<file path="src/rtl/cond_code_pkg.sv">
package cond_code_pkg;

  typedef enum logic [4:0] {
    OP_K0      = 5'd0,
    OP_K1      = 5'd1,
    OP_K2      = 5'd2,
    OP_K3      = 5'd3,
    OP_ZCMP_W  = 5'd4,
    OP_ZCMP_D  = 5'd5,
    OP_SCMP_W  = 5'd6,
    OP_SCMP_D  = 5'd7,
    OP_UCMP_W  = 5'd8,
    OP_UCMP_D  = 5'd9,
    OP_TST_W   = 5'd10,
    OP_TST_D   = 5'd11,
    OP_INS     = 5'd12,
    OP_SADD_W  = 5'd13,
    OP_SADD_D  = 5'd14,
    OP_SSUB_W  = 5'd15,
    OP_SSUB_D  = 5'd16,
    OP_LADD    = 5'd17,
    OP_LSUB    = 5'd18,
    OP_ABS_W   = 5'd19,
    OP_ABS_D   = 5'd20,
    OP_NABS_W  = 5'd21,
    OP_NABS_D  = 5'd22,
    OP_CPL_W   = 5'd23,
    OP_CPL_D   = 5'd24,
    OP_SMUL_W  = 5'd25,
    OP_SMUL_D  = 5'd26,
    OP_SHL     = 5'd27,
    OP_LONE    = 5'd28,
    OP_BCNT    = 5'd29,
    OP_VMATCH  = 5'd30
  } cc_op_e;

  // negative -> 1, zero -> 0, positive -> 2
  function automatic logic [1:0] sign_code(input logic neg, input logic zero);
    return neg ? 2'd1 : (zero ? 2'd0 : 2'd2);
  endfunction

  // equal -> 0, less -> 1, greater -> 2
  function automatic logic [1:0] order_code(input logic eq, input logic lt);
    return eq ? 2'd0 : (lt ? 2'd1 : 2'd2);
  endfunction

endpackage

</file>
<file path="src/rtl/cc_msb_pick.sv">
// Priority encoder on the mask: returns the value bit at the highest set mask bit.
module cc_msb_pick #(
  parameter int W = 64
) (
  input  logic [W-1:0] mask,
  input  logic [W-1:0] value,
  output logic         bit_at
);
  always_comb begin
    bit_at = 1'b0;
    for (int i = 0; i < W; i++) begin
      if (mask[i]) bit_at = value[i];
    end
  end
endmodule

</file>
<file path="src/rtl/cc_arith_flags.sv">
// Ordering, overflow and classification flags for one operand width.
module cc_arith_flags #(
  parameter int W = 64
) (
  input  logic [W-1:0] a,
  input  logic [W-1:0] b,
  input  logic [W-1:0] r,
  output logic         eq,
  output logic         lt_s,
  output logic         lt_u,
  output logic         add_ovf,
  output logic         sub_ovf,
  output logic         r_neg,
  output logic         r_zero,
  output logic         b_neg,
  output logic         b_zero,
  output logic         b_minneg
);
  localparam logic [W-1:0] MIN_NEG = {1'b1, {(W-1){1'b0}}};

  logic a_neg, a_pos, b_pos, r_pos;

  always_comb begin
    a_neg    = a[W-1];
    a_pos    = ~a[W-1] & (|a);
    b_neg    = b[W-1];
    b_pos    = ~b[W-1] & (|b);
    r_neg    = r[W-1];
    r_pos    = ~r[W-1] & (|r);
    r_zero   = ~(|r);
    b_zero   = ~(|b);
    b_minneg = (b == MIN_NEG);
    eq       = (a == b);
    lt_s     = ($signed(a) < $signed(b));
    lt_u     = (a < b);
    add_ovf  = (a_pos & b_pos & r_neg) | (a_neg & b_neg & ~r_neg);
    sub_ovf  = (~a_neg & b_neg & r_neg) | (a_neg & b_pos & r_pos);
  end
endmodule

</file>
<file path="src/rtl/cc_shift_ovf.sv">
// Arithmetic left shift: overflow detection and sign/zero class of the shifted word.
module cc_shift_ovf #(
  parameter  int W  = 64,
  localparam int SW = $clog2(W)
) (
  input  logic [W-1:0]  val,
  input  logic [SW-1:0] amt,
  output logic [1:0]    code
);
  logic [SW-1:0] keep;
  logic [W-1:0]  top_mask, match, shifted, res;

  always_comb begin
    keep     = SW'(W - 1) - amt;
    top_mask = {W{1'b1}} << keep;
    match    = val[W-1] ? top_mask : '0;
    shifted  = val << amt;
    res      = {val[W-1], shifted[W-2:0]};
    if ((val & top_mask) != match) code = 2'd3;
    else if (res == '0)            code = 2'd0;
    else if (res[W-1])             code = 2'd1;
    else                           code = 2'd2;
  end
endmodule

</file>
<file path="src/rtl/cond_code_gen.sv">
module cond_code_gen #(
  parameter int DATA_W    = 64,
  parameter int BLK_BYTES = 16
) (
  input  logic        clk,
  input  logic        rst_n,
  input  logic        in_valid,
  input  logic [4:0]  op_i,
  input  logic [63:0] src_i,
  input  logic [63:0] dst_i,
  input  logic [63:0] xres_i,
  output logic        out_valid,
  output logic [1:0]  cc_o,
  output logic        err_o
);
  import cond_code_pkg::*;

  localparam int HALF_W = DATA_W / 2;
  localparam int SH_W   = $clog2(DATA_W);

  // index 0: half width, index 1: full width
  logic [1:0] f_eq, f_lts, f_ltu, f_aovf, f_sovf, f_rneg, f_rzero, f_bneg, f_bzero, f_bmin;

  for (genvar g = 0; g < 2; g++) begin : g_width
    localparam int W = (g == 0) ? HALF_W : DATA_W;
    cc_arith_flags #(.W(W)) u_flags (
      .a       (src_i[W-1:0]),
      .b       (dst_i[W-1:0]),
      .r       (xres_i[W-1:0]),
      .eq      (f_eq[g]),
      .lt_s    (f_lts[g]),
      .lt_u    (f_ltu[g]),
      .add_ovf (f_aovf[g]),
      .sub_ovf (f_sovf[g]),
      .r_neg   (f_rneg[g]),
      .r_zero  (f_rzero[g]),
      .b_neg   (f_bneg[g]),
      .b_zero  (f_bzero[g]),
      .b_minneg(f_bmin[g])
    );
  end

  logic tst_bit, ins_bit;
  cc_msb_pick #(.W(DATA_W)) u_pick_tst (.mask(dst_i), .value(src_i), .bit_at(tst_bit));
  cc_msb_pick #(.W(DATA_W)) u_pick_ins (.mask(src_i), .value(dst_i), .bit_at(ins_bit));

  logic [1:0] shl_code;
  cc_shift_ovf #(.W(DATA_W)) u_shl (.val(src_i), .amt(dst_i[SH_W-1:0]), .code(shl_code));

  logic [HALF_W-1:0] tm_w;
  logic [DATA_W-1:0] tm_d;
  logic [HALF_W:0]   mul_hi;
  logic [1:0]        nxt_cc;
  logic              bad_op;

  always_comb begin
    tm_w   = src_i[HALF_W-1:0] & dst_i[HALF_W-1:0];
    tm_d   = src_i & dst_i;
    mul_hi = dst_i[DATA_W-1:HALF_W-1];
    nxt_cc = cc_o;
    bad_op = 1'b0;
    case (op_i)
      OP_K0, OP_K1, OP_K2, OP_K3: nxt_cc = op_i[1:0];
      OP_ZCMP_W: nxt_cc = sign_code(f_bneg[0], f_bzero[0]);
      OP_ZCMP_D: nxt_cc = sign_code(f_bneg[1], f_bzero[1]);
      OP_SCMP_W: nxt_cc = order_code(f_eq[0], f_lts[0]);
      OP_SCMP_D: nxt_cc = order_code(f_eq[1], f_lts[1]);
      OP_UCMP_W: nxt_cc = order_code(f_eq[0], f_ltu[0]);
      OP_UCMP_D: nxt_cc = order_code(f_eq[1], f_ltu[1]);
      OP_TST_W:
        if (tm_w == '0)                     nxt_cc = 2'd0;
        else if (tm_w == dst_i[HALF_W-1:0]) nxt_cc = 2'd3;
        else                                nxt_cc = 2'd1;
      OP_TST_D:
        if (tm_d == '0)         nxt_cc = 2'd0;
        else if (tm_d == dst_i) nxt_cc = 2'd3;
        else                    nxt_cc = tst_bit ? 2'd2 : 2'd1;
      OP_INS:
        if (tm_d == '0) nxt_cc = 2'd0;
        else            nxt_cc = ins_bit ? 2'd1 : 2'd2;
      OP_SADD_W: nxt_cc = f_aovf[0] ? 2'd3 : sign_code(f_rneg[0], f_rzero[0]);
      OP_SADD_D: nxt_cc = f_aovf[1] ? 2'd3 : sign_code(f_rneg[1], f_rzero[1]);
      OP_SSUB_W: nxt_cc = f_sovf[0] ? 2'd3 : sign_code(f_rneg[0], f_rzero[0]);
      OP_SSUB_D: nxt_cc = f_sovf[1] ? 2'd3 : sign_code(f_rneg[1], f_rzero[1]);
      OP_LADD:   nxt_cc = {src_i[0], |dst_i};
      OP_LSUB:   nxt_cc = {~src_i[0], |dst_i};   // borrow flag set folds 2*2 out of 2 bits
      OP_ABS_W:  nxt_cc = f_bmin[0] ? 2'd3 : (f_bzero[0] ? 2'd0 : 2'd2);
      OP_ABS_D:  nxt_cc = f_bmin[1] ? 2'd3 : (f_bzero[1] ? 2'd0 : 2'd2);
      OP_NABS_W: nxt_cc = {1'b0, ~f_bzero[0]};
      OP_NABS_D: nxt_cc = {1'b0, ~f_bzero[1]};
      OP_CPL_W:  nxt_cc = f_bmin[0] ? 2'd3 : sign_code(f_bneg[0], f_bzero[0]);
      OP_CPL_D:  nxt_cc = f_bmin[1] ? 2'd3 : sign_code(f_bneg[1], f_bzero[1]);
      OP_SMUL_W:
        if (dst_i == '0)                     nxt_cc = 2'd0;
        else if (!((&mul_hi) || ~(|mul_hi))) nxt_cc = 2'd3;
        else                                 nxt_cc = dst_i[DATA_W-1] ? 2'd1 : 2'd2;
      OP_SMUL_D:
        if (src_i == '0 && dst_i == '0)              nxt_cc = 2'd0;
        else if (src_i != {DATA_W{dst_i[DATA_W-1]}}) nxt_cc = 2'd3;
        else                                         nxt_cc = src_i[DATA_W-1] ? 2'd1 : 2'd2;
      OP_SHL:    nxt_cc = shl_code;
      OP_LONE:   nxt_cc = (|dst_i) ? 2'd2 : 2'd0;
      OP_BCNT:   nxt_cc = (dst_i == 64'(BLK_BYTES)) ? 2'd0 : 2'd3;
      OP_VMATCH:
        if ((&src_i) && (&dst_i))          nxt_cc = 2'd0;
        else if (~(|src_i) && ~(|dst_i))   nxt_cc = 2'd3;
        else                               nxt_cc = 2'd1;
      default: bad_op = 1'b1;
    endcase
  end

  always_ff @(posedge clk or negedge rst_n) begin
    if (!rst_n) begin
      out_valid <= 1'b0;
      cc_o      <= 2'd0;
      err_o     <= 1'b0;
    end else begin
      out_valid <= in_valid;
      if (in_valid) begin
        err_o <= bad_op;
        cc_o  <= nxt_cc;
      end
    end
  end
endmodule

</file>
<file path="config.mk">
export PLATFORM = sky130hd
export DESIGN_NAME = cond_code_gen
export DESIGN_NICKNAME = d
export VERILOG_FILES = /design/src/rtl/cond_code_pkg.sv /design/src/rtl/cc_msb_pick.sv /design/src/rtl/cc_arith_flags.sv /design/src/rtl/cc_shift_ovf.sv /design/src/rtl/cond_code_gen.sv
export SDC_FILE = /design/constraint.sdc
export NUM_CORES = 1
export LEC_CHECK = 0
export BUFFER_PORTS_ARGS = -buffer_cell sky130_fd_sc_hd__buf_4
export CAP_MARGIN = 0
export CORE_MARGIN = 2
export CORE_UTILIZATION = 40
export CTS_CLUSTER_DIAMETER = 100
export DETAILED_ROUTE_END_ITERATION = 6
export PLACE_DENSITY = 0.73
export SLEW_MARGIN = 20
export SYNTH_ARGS = -nofsm -noshare
export SYNTH_HDL_FRONTEND = slang
export SYNTH_SLANG_ARGS = --single-unit
</file>
<file path="constraint.sdc">
create_clock -name clk -period 1.9 [get_ports clk]
set_input_delay 0.285 -clock clk [delete_from_list [all_inputs] [get_ports clk]]
set_output_delay 0.285 -clock clk [all_outputs]
set_load 0.02 [all_outputs]
</file>
==> flow_summary_export.csv <==
group,metric,value,unit
cts,cts_tree,"yes",
cts,cts.path.max_buffers,2,
yosys,synth_top_area_share,0.230,
global_route,grt_pass1_wl,91.4,mm
sta,min_period,2.91,ns
cts,insertion_delay,0.23,ns
drt,dr.first_iter.drc_count,1841,
yosys,synthTopCellsByArea,"ha_1 23%, a21oi_1 5.0%, nor4_1 4.9%",
sta,fin_crit_sh,1.53,
floorplan,num_rows,59,
run_status,outcome,"finished, violations left",
yosys,ys.flop_type,"dfrtp_1",
cts,clk_pin_slew,0.03,ns
drt,antenna_left,0,
power_and_ir_drop,p_per_area,251,nW/um2
drt,viasPerCell,6.41,
drt,routed_wl,61.9,mm
cells_and_area,final_common_cell,"buf_4",
yosys,ys_seq_area_frac,0.00943,
yosys,yosys_warnings,0,
setup_path,start_kind,"input pin",
power_and_ir_drop,worst_ir_drop_vdd,674,uV
power_and_ir_drop,power.total,4.43,mW
setup_path,endpoint_kind,"register",
yosys,syn-num-nets,1924,
cts,cts_buffers,3,
floorplan,io_pins,204,
yosys,synth_top_cell_by_area,"ha_1",
yosys,yosys_register_bits,4,
setup_path,arrival,3.01,ns
placed_design,port_buffers,203,
yosys,syn_inst,1529,
placed_design,place.gp.congestion,1.06,
placed_design,dp_hpwl,51.6,mm
cts,root_buffer,"clkbuf_16",
setup_path,crit_path_max_fanout,6,
drt,dr.pass1.iters,6,
cts,cts.sinks,4,
sta,setup_violations,2,
sta,fmax,343,MHz
global_route,grt_pass1_vias,15784,
cts,cts_max_level,1,
floorplan,core_area,26100,um2
floorplan,die_area,27900,um2
power_and_ir_drop,p_leak,8.26,nW
run,maxCapViolCount,0,
yosys,synth_cell_type_count,97,
cells_and_area,fin_area,17600,um2
drt,post-route-drc-count,0,
sta,relSlewSlack,0.572,
floorplan,die_w,167,um
floorplan,die_height,167,um
drt,vias,16423,
global_route,antenna_found_initial,1,
cells_and_area,fin_nets,2623,
setup_path,crit_type,"in2reg",
cells_and_area,diodes,0,
yosys,synth_edf_count,0,
yosys,syn_avg_cell_area,6.94,um2
cells_and_area,drive_above_1_share,0.431,
hold_path,hold_class,"in2reg",
sta,rsz0062_at_grt,"true",
yosys,synthArstFlopShare,1.00,
sta,slew_viol_final,0,
global_route,grt-ovfl-total,0,
sta,finalSetupTns,-2.01,ns
sta,hold_viol,0,
floorplan,initial_utilization,0.407,
cells_and_area,final_util,0.676,
placed_design,dpl-instance-area,16900,um2
cells_and_area,area_delta_synth_final,65.9,%
global_route,globalRouteTotalUtil,0.418,
yosys,syn_area,10600,um2
setup_path,required,2.00,ns
run_status,violations,"setup timing",
drt,wl_per_cell,24.2,um
global_route,grt_max_degree,28,
cells_and_area,final_cell_mix,"786 x buf_4, 191 x ha_1, 125 x inv_1",
sta,skew,0,ns
sta,setup_slack,-1.01,ns
placed_design,preCtsSetupSlack,-1.42,ns
sta,worst_pin_slew,0.636,ns
[metal layers]
layer,routed length [um],track usage,up-vias
li1,-,-,7276
met1,23100,0.523,7636
met2,27500,0.687,1212
met3,7640,0.0910,299
met4,3670,0.189,0
met5,0,0,-
[cell usage after synthesis (all sizes together) (5+ instances only)]
cell type	count
or4	10
o22ai	18
a221oi	16
o221ai	13
a31oi	27
nor3b	10
o31ai	15
nand4b	5
ha	195
a311o	6
and3	8
a21o	7
nand2	99
mux4	22
buf	38
mux2i	11
o21bai	5
o2111ai	10
o311ai	10
or2	10
a21oi	106
a211o	6
a211oi	30
a22oi	6
nor4	87
nand4	73
o211ai	24
nand3b	16
inv	135
nor2	96
clkbuf	78
and2	5
nor3	64
a2111oi	16
nand3	29
o31a	8
a311oi	7
nor2b	13
nand2b	11
or3	14
o21a	9
xnor2	9
mux2	10
o21ai	76
[timing repair]
item	in CTS	in global routing
gates cloned	0	0
hold endpoints to repair	4	0
endpoints found under the setup margin	2	2
buffers inserted	1	6
pin swaps	16	36
hold buffers	1	0
gates resized for setup	37	75
[worst max-delay path, stage by stage]
cell and delay, ns:
buf_12 0.11, mux4_2 0.53, nor4bb_4 0.35, a31oi_2 0.09
a211oi_2 0.34, buf_4 0.18, a32oi_2 0.10, o41ai_2 0.25
a41oi_2 0.25, o31ai_1 0.30, buf_4 0.17, a21oi_2 0.05
[where the power goes]
group          switching, mW  internal (mW)  total [mW]
Sequential            0.0130         0.0961       0.109
Clock                 0.0621          0.269       0.331
Combinational           2.11           1.87        3.98
[path summary, 6_finish.rpt]
path	from	to	slack, ns	cells past startpoint
max reg2reg	cc_o[1]	cc_o[1]	-0.14	6
max	dst_i[1]	cc_o[1]	-1.01	12
min in group asynchronous	rst_n	cc_o[1]	0.41	2
min reg2reg	err_o	err_o	0.48	1
max in group asynchronous	rst_n	out_valid	1.39	2
min	in_valid	out_valid	0.19	1
[state kept, by name, indices dropped and copies added, names as in the netlist]
register / flops
cc_o: 2
err_o: 1
out_valid: 1
[layout make-up]
| cell class | count | area (um2) |
|---|---|---|
| Clock buffer | 3 | 75.1 |
| Fill cell | 2274 | 8450 |
| Inverter | 138 | 529 |
| Multi-Input combinational cell | 1271 | 10200 |
| Sequential cell | 4 | 100 |
| Tap cell | 335 | 419 |
| Timing Repair Buffer | 810 | 6310 |
[cells by family after synthesis]
kind of cell | synth area share
buf+inv | 0.0949
mux | 0.0677
xor+xnor | 0.0107
flops | 0.00943
fa+ha+maj | 0.231
compound gates | 0.293
simple gates | 0.293
[through the flow]
step | instances | hold WS (ns)
CTS | 2555 | 0.191
floorplan | 1529 | -0.0106
detailed placement | 2550 | 0.0914
global placement | 2550 | 0.0902
global route | 2561 | 0.190
finish | 2561 | 0.189
Power figures use the tool's default switching activity.
